**src/rtl/strap_cfg_pkg.sv**
```systemverilog
// Shared types for the strap capture controller.
// Assumes clock ratios are expressed as twice the multiplier to stay integral.
package strap_cfg_pkg;
    typedef enum logic [2:0] {
        RAT_0P5 = 3'd0,
        RAT_1   = 3'd1,
        RAT_2   = 3'd2,
        RAT_2P5 = 3'd3,
        RAT_3   = 3'd4,
        RAT_4   = 3'd5,
        RAT_5   = 3'd6
    } clk_ratio_e;

    // Twice the multiplier for a ratio, so 0.5x and 2.5x fit in an integer.
    function automatic logic [3:0] ratio_to_x2(clk_ratio_e r);
        case (r)
            RAT_0P5: return 4'd1;
            RAT_1:   return 4'd2;
            RAT_2:   return 4'd4;
            RAT_2P5: return 4'd5;
            RAT_3:   return 4'd6;
            RAT_4:   return 4'd8;
            RAT_5:   return 4'd10;
            default: return 4'd2;
        endcase
    endfunction
endpackage

```
**src/rtl/strap_sampler.sv**
```systemverilog
// Captures the strap word on every edge while reset is low, then holds it.
// Also provides run_o, which goes high one edge after reset is released.
// Assumes rst_n is synchronous to clk.
module strap_sampler #(
    parameter int CFG_W = 16
) (
    input  logic             clk,
    input  logic             rst_n,
    input  logic [CFG_W-1:0] strap_i,
    output logic [CFG_W-1:0] cap_o,
    output logic             run_o
);
    logic [CFG_W-1:0] cap_q;
    logic             run_q;

    // Follow the straps during reset and freeze them once reset is released.
    always_ff @(posedge clk) begin
        if (!rst_n) cap_q <= strap_i;
    end

    // Mark the cycles after the release edge.
    always_ff @(posedge clk) begin
        if (!rst_n) run_q <= 1'b0;
        else        run_q <= 1'b1;
    end

    assign cap_o = cap_q;
    assign run_o = run_q;

    // the captured word cannot move once out of reset
    a_r1_frozen: assert property (@(posedge clk) disable iff (!rst_n)
        run_q |=> $stable(cap_q));
endmodule

```
**src/rtl/clk_sel_decode.sv**
```systemverilog
// Maps the 3-bit clock-select strap code to a ratio and reports it as 2x multiplier.
// Assumes the code is stable outside reset (it comes from the sampler).
module clk_sel_decode
    import strap_cfg_pkg::*;
#(
    parameter int CODE_W = 3
) (
    input  logic [CODE_W-1:0] code_i,
    output logic [3:0]        mult_x2_o
);
    clk_ratio_e ratio;

    // Pick a ratio for each code; the unused top code falls back to 1x.
    always_comb begin
        case (code_i)
            3'd0:    ratio = RAT_0P5;
            3'd1:    ratio = RAT_1;
            3'd2:    ratio = RAT_2;
            3'd3:    ratio = RAT_2P5;
            3'd4:    ratio = RAT_3;
            3'd5:    ratio = RAT_4;
            3'd6:    ratio = RAT_5;
            default: ratio = RAT_1;
        endcase
    end

    assign mult_x2_o = ratio_to_x2(ratio);
endmodule

```
**src/rtl/bus_type_reg.sv**
```systemverilog
// Holds the bus-type field. It is loaded from the straps during reset and
// software may write it afterwards. Writes are ignored until run_i is high,
// which drops any write on the release edge.
module bus_type_reg #(
    parameter int BT_W = 2
) (
    input  logic            clk,
    input  logic            rst_n,
    input  logic            run_i,
    input  logic [BT_W-1:0] strap_bt_i,
    input  logic [BT_W-1:0] init_i,
    input  logic            wr_en_i,
    input  logic [BT_W-1:0] wr_data_i,
    output logic [BT_W-1:0] bt_o
);
    logic [BT_W-1:0] bt_q;

    // Load from the straps during reset; take software writes only once running.
    always_ff @(posedge clk) begin
        if (!rst_n)                bt_q <= strap_bt_i;
        else if (run_i && wr_en_i) bt_q <= wr_data_i;
    end

    assign bt_o = bt_q;

    // on the release edge the field keeps the captured strap value
    a_r9_release_write_ignored: assert property (@(posedge clk) disable iff (!rst_n)
        !run_i |=> bt_q == $past(init_i));
    // a write after the release edge is taken
    a_r8_write_taken: assert property (@(posedge clk) disable iff (!rst_n)
        (run_i && wr_en_i) |=> bt_q == $past(wr_data_i));
endmodule

```
**src/rtl/pad_gate.sv**
```systemverilog
// Pad, reset-out and oscillator control.
// Passive mode or reset floats the pads. Passive mode also floats reset-out
// and stops the oscillator.
module pad_gate #(
    parameter int PAD_W = 8
) (
    input  logic             run_i,
    input  logic             passive_i,
    input  logic [PAD_W-1:0] core_oe_i,
    output logic [PAD_W-1:0] pad_oe_o,
    output logic             rst_out_o,
    output logic             rst_out_oe_o,
    output logic             osc_en_o
);
    // Gate each pad enable individually.
    for (genvar i = 0; i < PAD_W; i++) begin : g_pad
        assign pad_oe_o[i] = core_oe_i[i] & run_i & ~passive_i;
    end

    // Reset-out is driven low during reset and floats when passive.
    always_comb begin
        rst_out_o    = run_i;
        rst_out_oe_o = ~passive_i;
        osc_en_o     = ~passive_i;
    end
endmodule

```
**src/rtl/strap_cfg_ctrl.sv**
```systemverilog
// Top level of the strap capture controller. It ties the sampler, clock decode,
// bus-type register and pad gating together.
// Assumes a synchronous active-low reset held for at least one clock edge.
module strap_cfg_ctrl #(
    parameter int CFG_W     = 16,
    parameter int PAD_W     = 8,
    parameter int ADAPT_BIT = 1,
    parameter int CLK_LSB   = 13,
    parameter int BT_LSB    = 6
) (
    input  logic             clk,
    input  logic             rst_n,
    input  logic [CFG_W-1:0] strap_i,
    input  logic [PAD_W-1:0] core_oe_i,
    input  logic             bt_wr_en_i,
    input  logic [1:0]       bt_wr_data_i,
    output logic             passive_o,
    output logic [3:0]       clk_mult_x2_o,
    output logic [1:0]       bus_type_o,
    output logic [PAD_W-1:0] pad_oe_o,
    output logic             rst_out_o,
    output logic             rst_out_oe_o,
    output logic             osc_en_o
);
    localparam int CODE_W = 3;
    localparam int BT_W   = 2;

    logic [CFG_W-1:0] cap;
    logic             run;
    logic             passive;

    strap_sampler #(.CFG_W(CFG_W)) u_smp (
        .clk(clk), .rst_n(rst_n), .strap_i(strap_i), .cap_o(cap), .run_o(run)
    );

    assign passive = ~cap[ADAPT_BIT];

    clk_sel_decode #(.CODE_W(CODE_W)) u_dec (
        .code_i(cap[CLK_LSB +: CODE_W]), .mult_x2_o(clk_mult_x2_o)
    );

    bus_type_reg #(.BT_W(BT_W)) u_bt (
        .clk(clk), .rst_n(rst_n), .run_i(run),
        .strap_bt_i(strap_i[BT_LSB +: BT_W]), .init_i(cap[BT_LSB +: BT_W]),
        .wr_en_i(bt_wr_en_i), .wr_data_i(bt_wr_data_i), .bt_o(bus_type_o)
    );

    pad_gate #(.PAD_W(PAD_W)) u_pad (
        .run_i(run), .passive_i(passive), .core_oe_i(core_oe_i),
        .pad_oe_o(pad_oe_o), .rst_out_o(rst_out_o),
        .rst_out_oe_o(rst_out_oe_o), .osc_en_o(osc_en_o)
    );

    assign passive_o = passive;

    // passive mode stops the oscillator and floats reset-out
    a_r3_passive_release: assert property (@(posedge clk) disable iff (!rst_n)
        passive_o |-> (!osc_en_o && !rst_out_oe_o));
    // pads float in passive mode and before the release edge
    a_r11_pads_float: assert property (@(posedge clk) disable iff (!rst_n)
        (passive_o || !rst_out_o) |-> pad_oe_o == '0);
    // passive mode cannot end while out of reset
    a_r4_passive_sticky: assert property (@(posedge clk) disable iff (!rst_n)
        (run && passive_o) |=> passive_o);
endmodule

```
**config.mk**
```make
export PLATFORM = sky130hd
export DESIGN_NAME = strap_cfg_ctrl
export DESIGN_NICKNAME = d
export VERILOG_FILES = /design/src/rtl/strap_cfg_pkg.sv /design/src/rtl/strap_sampler.sv /design/src/rtl/clk_sel_decode.sv /design/src/rtl/bus_type_reg.sv /design/src/rtl/pad_gate.sv /design/src/rtl/strap_cfg_ctrl.sv
export SDC_FILE = /design/constraint.sdc
export NUM_CORES = 1
export LEC_CHECK = 0
export BUFFER_PORTS_ARGS = -buffer_cell sky130_fd_sc_hd__buf_2
export CELL_PAD_IN_SITES_DETAIL_PLACEMENT = 1
export CELL_PAD_IN_SITES_GLOBAL_PLACEMENT = 2
export CORE_MARGIN = 10
export CORE_UTILIZATION = 14
export CTS_CLUSTER_DIAMETER = 50
export DETAILED_ROUTE_END_ITERATION = 10
export GPL_TIMING_DRIVEN = 0
export PLACE_DENSITY = 0.88
export SETUP_SLACK_MARGIN = 0.02
export SYNTH_ARGS = -nofsm -noshare
export SYNTH_HDL_FRONTEND = slang
export SYNTH_SLANG_ARGS = --single-unit
```
**constraint.sdc**
```tcl
create_clock -name clk -period 1.91 [get_ports clk]
set_clock_uncertainty 0.2 [all_clocks]
set_input_delay 0 -clock clk [delete_from_list [all_inputs] [get_ports clk]]
set_output_delay 0 -clock clk [all_outputs]
set_load 0.02 [all_outputs]
```
### Word level (Yosys, flattened, before mapping)

Index checks and enable logic that the tools add are counted.

* bits in registers: 19
* output and inout bits: 18
* bits of input ports: 29

* bitwise gates (word level): 17
* equal/unequal tests: 11
* multiplexer cells: 5
* reduce and logical (&&, ||, !) cells: 3

Operators with widths (number)
* $pmux 4 s6: 1
* $eq 3x3->1 const B: 6
* $pmux 3 s6: 1
* $and 1x1->1: 16
* $eq 3x2->1 const B: 4
* $logic_not 3->1: 2
* $mux 2: 2
* $ne 2x1->1 const B: 1
* $logic_and 1x1->1: 1
* $mux 1: 1
* $not 1->1: 1

### Logic depth before layout (Yosys ltp)

* depth after elaboration: 4
* gate-level depth with buffers: 2

### Modules after synthesis

A second synthesis with hierarchy kept.

* cell total of the unflattened synthesis: 42
* area, all modules: 738.2 µm²

Modules (own cells, without submodules)
* strap_sampler: area an instance 504.2 µm², sequential area each 500.5 µm², cells an instance 18, times used 1
* bus_type_reg: area an instance 92.6 µm², sequential area each 60.1 µm², cells an instance 5, times used 1
* pad_gate: area an instance 88.8 µm², sequential area each 0.0 µm², cells an instance 11, times used 1
* clk_sel_decode: area an instance 48.8 µm², sequential area each 0.0 µm², cells an instance 7, times used 1
* strap_cfg_ctrl: area an instance 3.8 µm², sequential area each 0.0 µm², cells an instance 1, times used 1

### Worst setup path after synthesis

OpenSTA, ideal clock, no wires.

* path kind: register -> register
* from: register u_smp.run_q, in the netlist u_smp.run_o
* to: register u_bt.bt_q[0], in the netlist u_bt.bt_o[0] (enable)
* arrival: 0.668 ns
* period minus slack after synthesis: 1.165 ns
* cell stages (with the launch flop): 3
* setup slack: 0.745 ns
* setup time: 0.297 ns
* data required time: 1.413 ns
* path buffers: 0
* cells stage by stage: dfxtp_1 nand2_1 nand2_1

* word-level cells in the longest chain between the ends: 2

RTL lines
* start: declaration: line strap_sampler.sv:14 `logic run_q;`
* start signal: assignment: line strap_sampler.sv:23 `if (!rst_n) run_q <= 1'b0;`
* start signal: assignment: line strap_sampler.sv:24 `else run_q <= 1'b1;`
* $logic_and 1x1->1: line bus_type_reg.sv:21 `else if (run_i && wr_en_i) bt_q <= wr_data_i;`
* $ne 2x1->1 (no line)
* end signal: assignment: line bus_type_reg.sv:20 `if (!rst_n) bt_q <= strap_bt_i;`
* end signal: assignment: line bus_type_reg.sv:21
* end: declaration: line bus_type_reg.sv:16 `logic [BT_W-1:0] bt_q;`

No other way between the ends.
A chain may end at the register's enable or synchronous reset.

### Worst setup path after layout

* from: input rst_n
* to: register u_bt.bt_q[1], in the netlist u_bt.bt_o[1], data pin

* word-level cells in the longest chain between the ends: 1

RTL lines
* start: declaration: line strap_cfg_ctrl.sv:12 `input logic rst_n,`
* $mux 2: line bus_type_reg.sv:20

No other way between the ends.

==> PnR_summary.wiki <==
{| class="wikitable"
! Metric !! Value
|-
| Outcome || finished, final reports clean
|-
| Power density normalized to cell area || 657.2 nW/um^2
|-
| Wirelength per Cell || 12.93 um
|-
| Total number of vias || 410
|-
| Most frequent cell after synthesis || sky130_fd_sc_hd__and3_1
|-
| Cells resized by post-CTS repair || 0
|-
| Relative max-transition margin || 80.61%
|-
| Share of the clock period used by the worst path after layout || 91.93%
|-
| Max-cap violations || 0
|-
| Most common library cells after synthesis || sky130_fd_sc_hd__and3_1 (8), sky130_fd_sc_hd__edfxtp_1 (6)
|-
| Starting utilization of the core area || 15.12%
|-
| Post-layout total power || 0.4506 mW
|-
| Most area-hungry cell type in the Yosys netlist || sky130_fd_sc_hd__edfxtp_1
|-
| Final weighted congestion of routability-driven global placement || 0.6501
|-
| Netlist area before placement || 344.1 um^2
|-
| Post-route standard cell area excluding fillers || 685.7 um^2
|-
| TritonCTS clock tree || done
|-
| Fill cell total of the finished layout || 279
|-
| Insertion delay of the later-clocked pin in the worst-skew pair || 0.24 ns
|-
| Buffer type at the clock tree root || sky130_fd_sc_hd__clkbuf_4
|-
| Critical path class || in2reg
|-
| Hold violation count in the final report || 0
|-
| Synthesis-stage register bit count || 7
|-
| Shortest period the worst path allows || 1.756 ns
|-
| DRT Pass-1 Iters || 2
|-
| Worst Hold Slack || 0.1664 ns
|-
| Number of buffers on the longest clock path || 2
|-
| Largest net degree at the start of global routing || 12
|-
| Compound-gate portion of the synthesized area || 0%
|-
| Post-CTS setup buffers || 0
|-
| First-pass GRT wire length || 2373 um
|-
| Post-route DRC violation count || 0
|-
| CTS Buf Count || 3
|-
| Parity-gate share of the synthesized area counting xor and xnor cells || 5.091%
|-
| Share of synthesized area spent on multiplexers || 9.818%
|-
| Max-slew violation total from the final report || 0
|-
| Post-synthesis share of cell area spent on full adders, half adders and majority gates || 0%
|-
| Reg2reg start || u_smp.run_o
|-
| Hold-fix buffers at CTS || 10
|-
| Top-level I/O count || 47
|-
| Hold Crit Start || core_oe_i[3]
|-
| Highest fanout seen on the critical path || 5
|-
| Sequential element share of the synthesized area || 58.18%
|-
| Leakage power || 0.3715 nW
|-
| H-Tree Depth || 1
|-
| Unrepaired setup endpoints after global routing || no
|-
| Area share of and/or/nand/nor cells after synthesis || 22.55%
|-
| Synth Instances || 29
|-
| Vertical die dimension || 69.58 um
|-
| Number of standard-cell rows in the floorplan || 17
|-
| Fraction of layout instances using a drive strength above 1 || 51.90%
|-
| Post-synth top area share || 52.36%
|-
| Total congestion overflow after global routing || 0
|-
| Antenna violations before repair || 0
|-
| Width of the chip || 69.58 um
|-
| Post-synth EDFFs || 6
|-
| Total GRT Usage || 5.898%
|-
| Area grow syn2layout || 99.27%
|-
| Fraction of registers with async set or reset after synthesis || 0%
|-
| Number of global-route vias before repair || 505
|-
| Placed cell count || 93
|-
| Count of final setup violators || 0
|-
| Net count, final || 109
|-
| CTS clock-pin slew for the worst setup and hold paths || 0.05 ns
|-
| Kind of path behind the tightest hold check || in2out
|-
| Origin of the worst setup path || rst_n
|-
| Main area contributors after synthesis || sky130_fd_sc_hd__edfxtp_1 (52%), sky130_fd_sc_hd__and3_1 (15%), sky130_fd_sc_hd__mux2_1 (6.5%)
|-
| Yosys warnings || 0
|-
| Crit. End Element || register
|-
| Maximum resistive drop on vdd || 0.0002987 V
|-
| Slew at the pin closest to its max-slew limit || 0.2908 ns
|-
| Placed instance area || 559.3 um^2
|-
| Cell variety after synth || 13
|-
| Final-layout setup total negative slack || 0 ns
|-
| Number of sinks handled by clock tree synthesis || 7
|-
| Main combinational cell family by area after synthesis || simple AND/OR/NAND/NOR gates
|-
| Count of antenna-violating nets left after detailed routing || 0
|-
| Diode count || 0
|-
| Via/cell ratio || 3.832
|-
| Total core area || 2276 um^2
|-
| Primary flip-flop cell chosen by synthesis mapping || sky130_fd_sc_hd__edfxtp_1
|-
| Total wirelength of the detailed-routed design || 1384 um
|-
| Die area || 4841 um^2
|-
| Final std cells w/o fill || 107
|-
| Crit path required time || 1.70 ns
|-
| Avg Cell Area, Syn || 11.86 um^2
|-
| Port-buffer cells || 36
|-
| Synthesized Nets || 58
|-
| Signal arrival time at the worst endpoint || 1.55 ns
|-
| DR iter-0 viols || 12
|-
| Setup crit start kind || input port
|-
| Fmax || 0.5696 GHz
|}
==> cells by family (layout without fill, tap and decap cells) <==
family | Yosys count | count (layout)
flip-flops | 7 | 7
multiplexers | 3 | 3
buffers and inverters | 3 | 53
AND/OR/NAND/NOR | 14 | 14
XOR/XNOR | 2 | 2
==> registers in the layout (all words and copies together) (netlist names) <==
name / count
u_smp.cap_o: 4
u_bt.bt_o: 2
u_smp.run_o: 1
==> metal layers <==
layer | vias to the layer above | track usage (%) | part of all wire (%)
met5 | - | 0 | 0
met4 | 0 | 3.326 | 1.4
met3 | 4 | 2.425 | 11
met2 | 27 | 9.879 | 47
met1 | 178 | 6.039 | 40
li1 | 201 | - | -
==> stage by stage <==
stage,util [%],setup WS (ns)
after CTS,30.13,0.1706
after global routing,30.13,0.1199
after detailed placement,24.57,0.7656
final,30.13,0.1542
after floorplan,-,0.7455
after global placement,24.57,0.7905
==> where the power goes <==
part,switching [mW],internal (mW),total [mW]
logic,0.0673,0.0625,0.130
clock network,0.0490,0.0794,0.128
registers,0.0122,0.180,0.192
==> final timing paths <==
path                                      to  slack, ns  cells after the start
worst max-delay path            u_bt.bt_o[1]       0.15                      4
worst min-delay path             pad_oe_o[3]       0.17                      3
worst max register to register  u_bt.bt_o[0]       0.79                      2
worst min register to register  u_bt.bt_o[1]       0.52                      2
==> placed cells by master (no fill, tap or decap), types with 2 or more instances in the layout <==
| cell type | n |
|---|---|
| sky130_fd_sc_hd__buf_2 | 36 |
| sky130_fd_sc_hd__inv_1 | 2 |
| sky130_fd_sc_hd__dlygate4sd3_1 | 10 |
| sky130_fd_sc_hd__mux2_1 | 2 |
| sky130_fd_sc_hd__nand2_1 | 2 |
| sky130_fd_sc_hd__and3_1 | 8 |
| sky130_fd_sc_hd__clkbuf_4 | 3 |
| sky130_fd_sc_hd__nor2_1 | 2 |
| sky130_fd_sc_hd__edfxtp_1 | 6 |
==> critical path, cell delays in order <==
cell and delay, ns:
sky130_fd_sc_hd__dlygate4sd3_1 0.52, sky130_fd_sc_hd__buf_2 0.15, sky130_fd_sc_hd__mux2_1 0.33, sky130_fd_sc_hd__dlygate4sd3_1 0.55
==> cell type report <==
class | count | area [um^2] | share of cell area [%]
multi-input cells | 19 | 128.9 | 18.80
well taps | 28 | 35.03 | 5.109
inverters | 2 | 7.507 | 1.095
repair buffers | 46 | 280.3 | 40.88
clock buffers | 4 | 26.28 | 3.832
flip-flops and latches | 7 | 200.2 | 29.20
plain buffers | 1 | 7.507 | 1.095
Power figures use the tool's default switching activity.
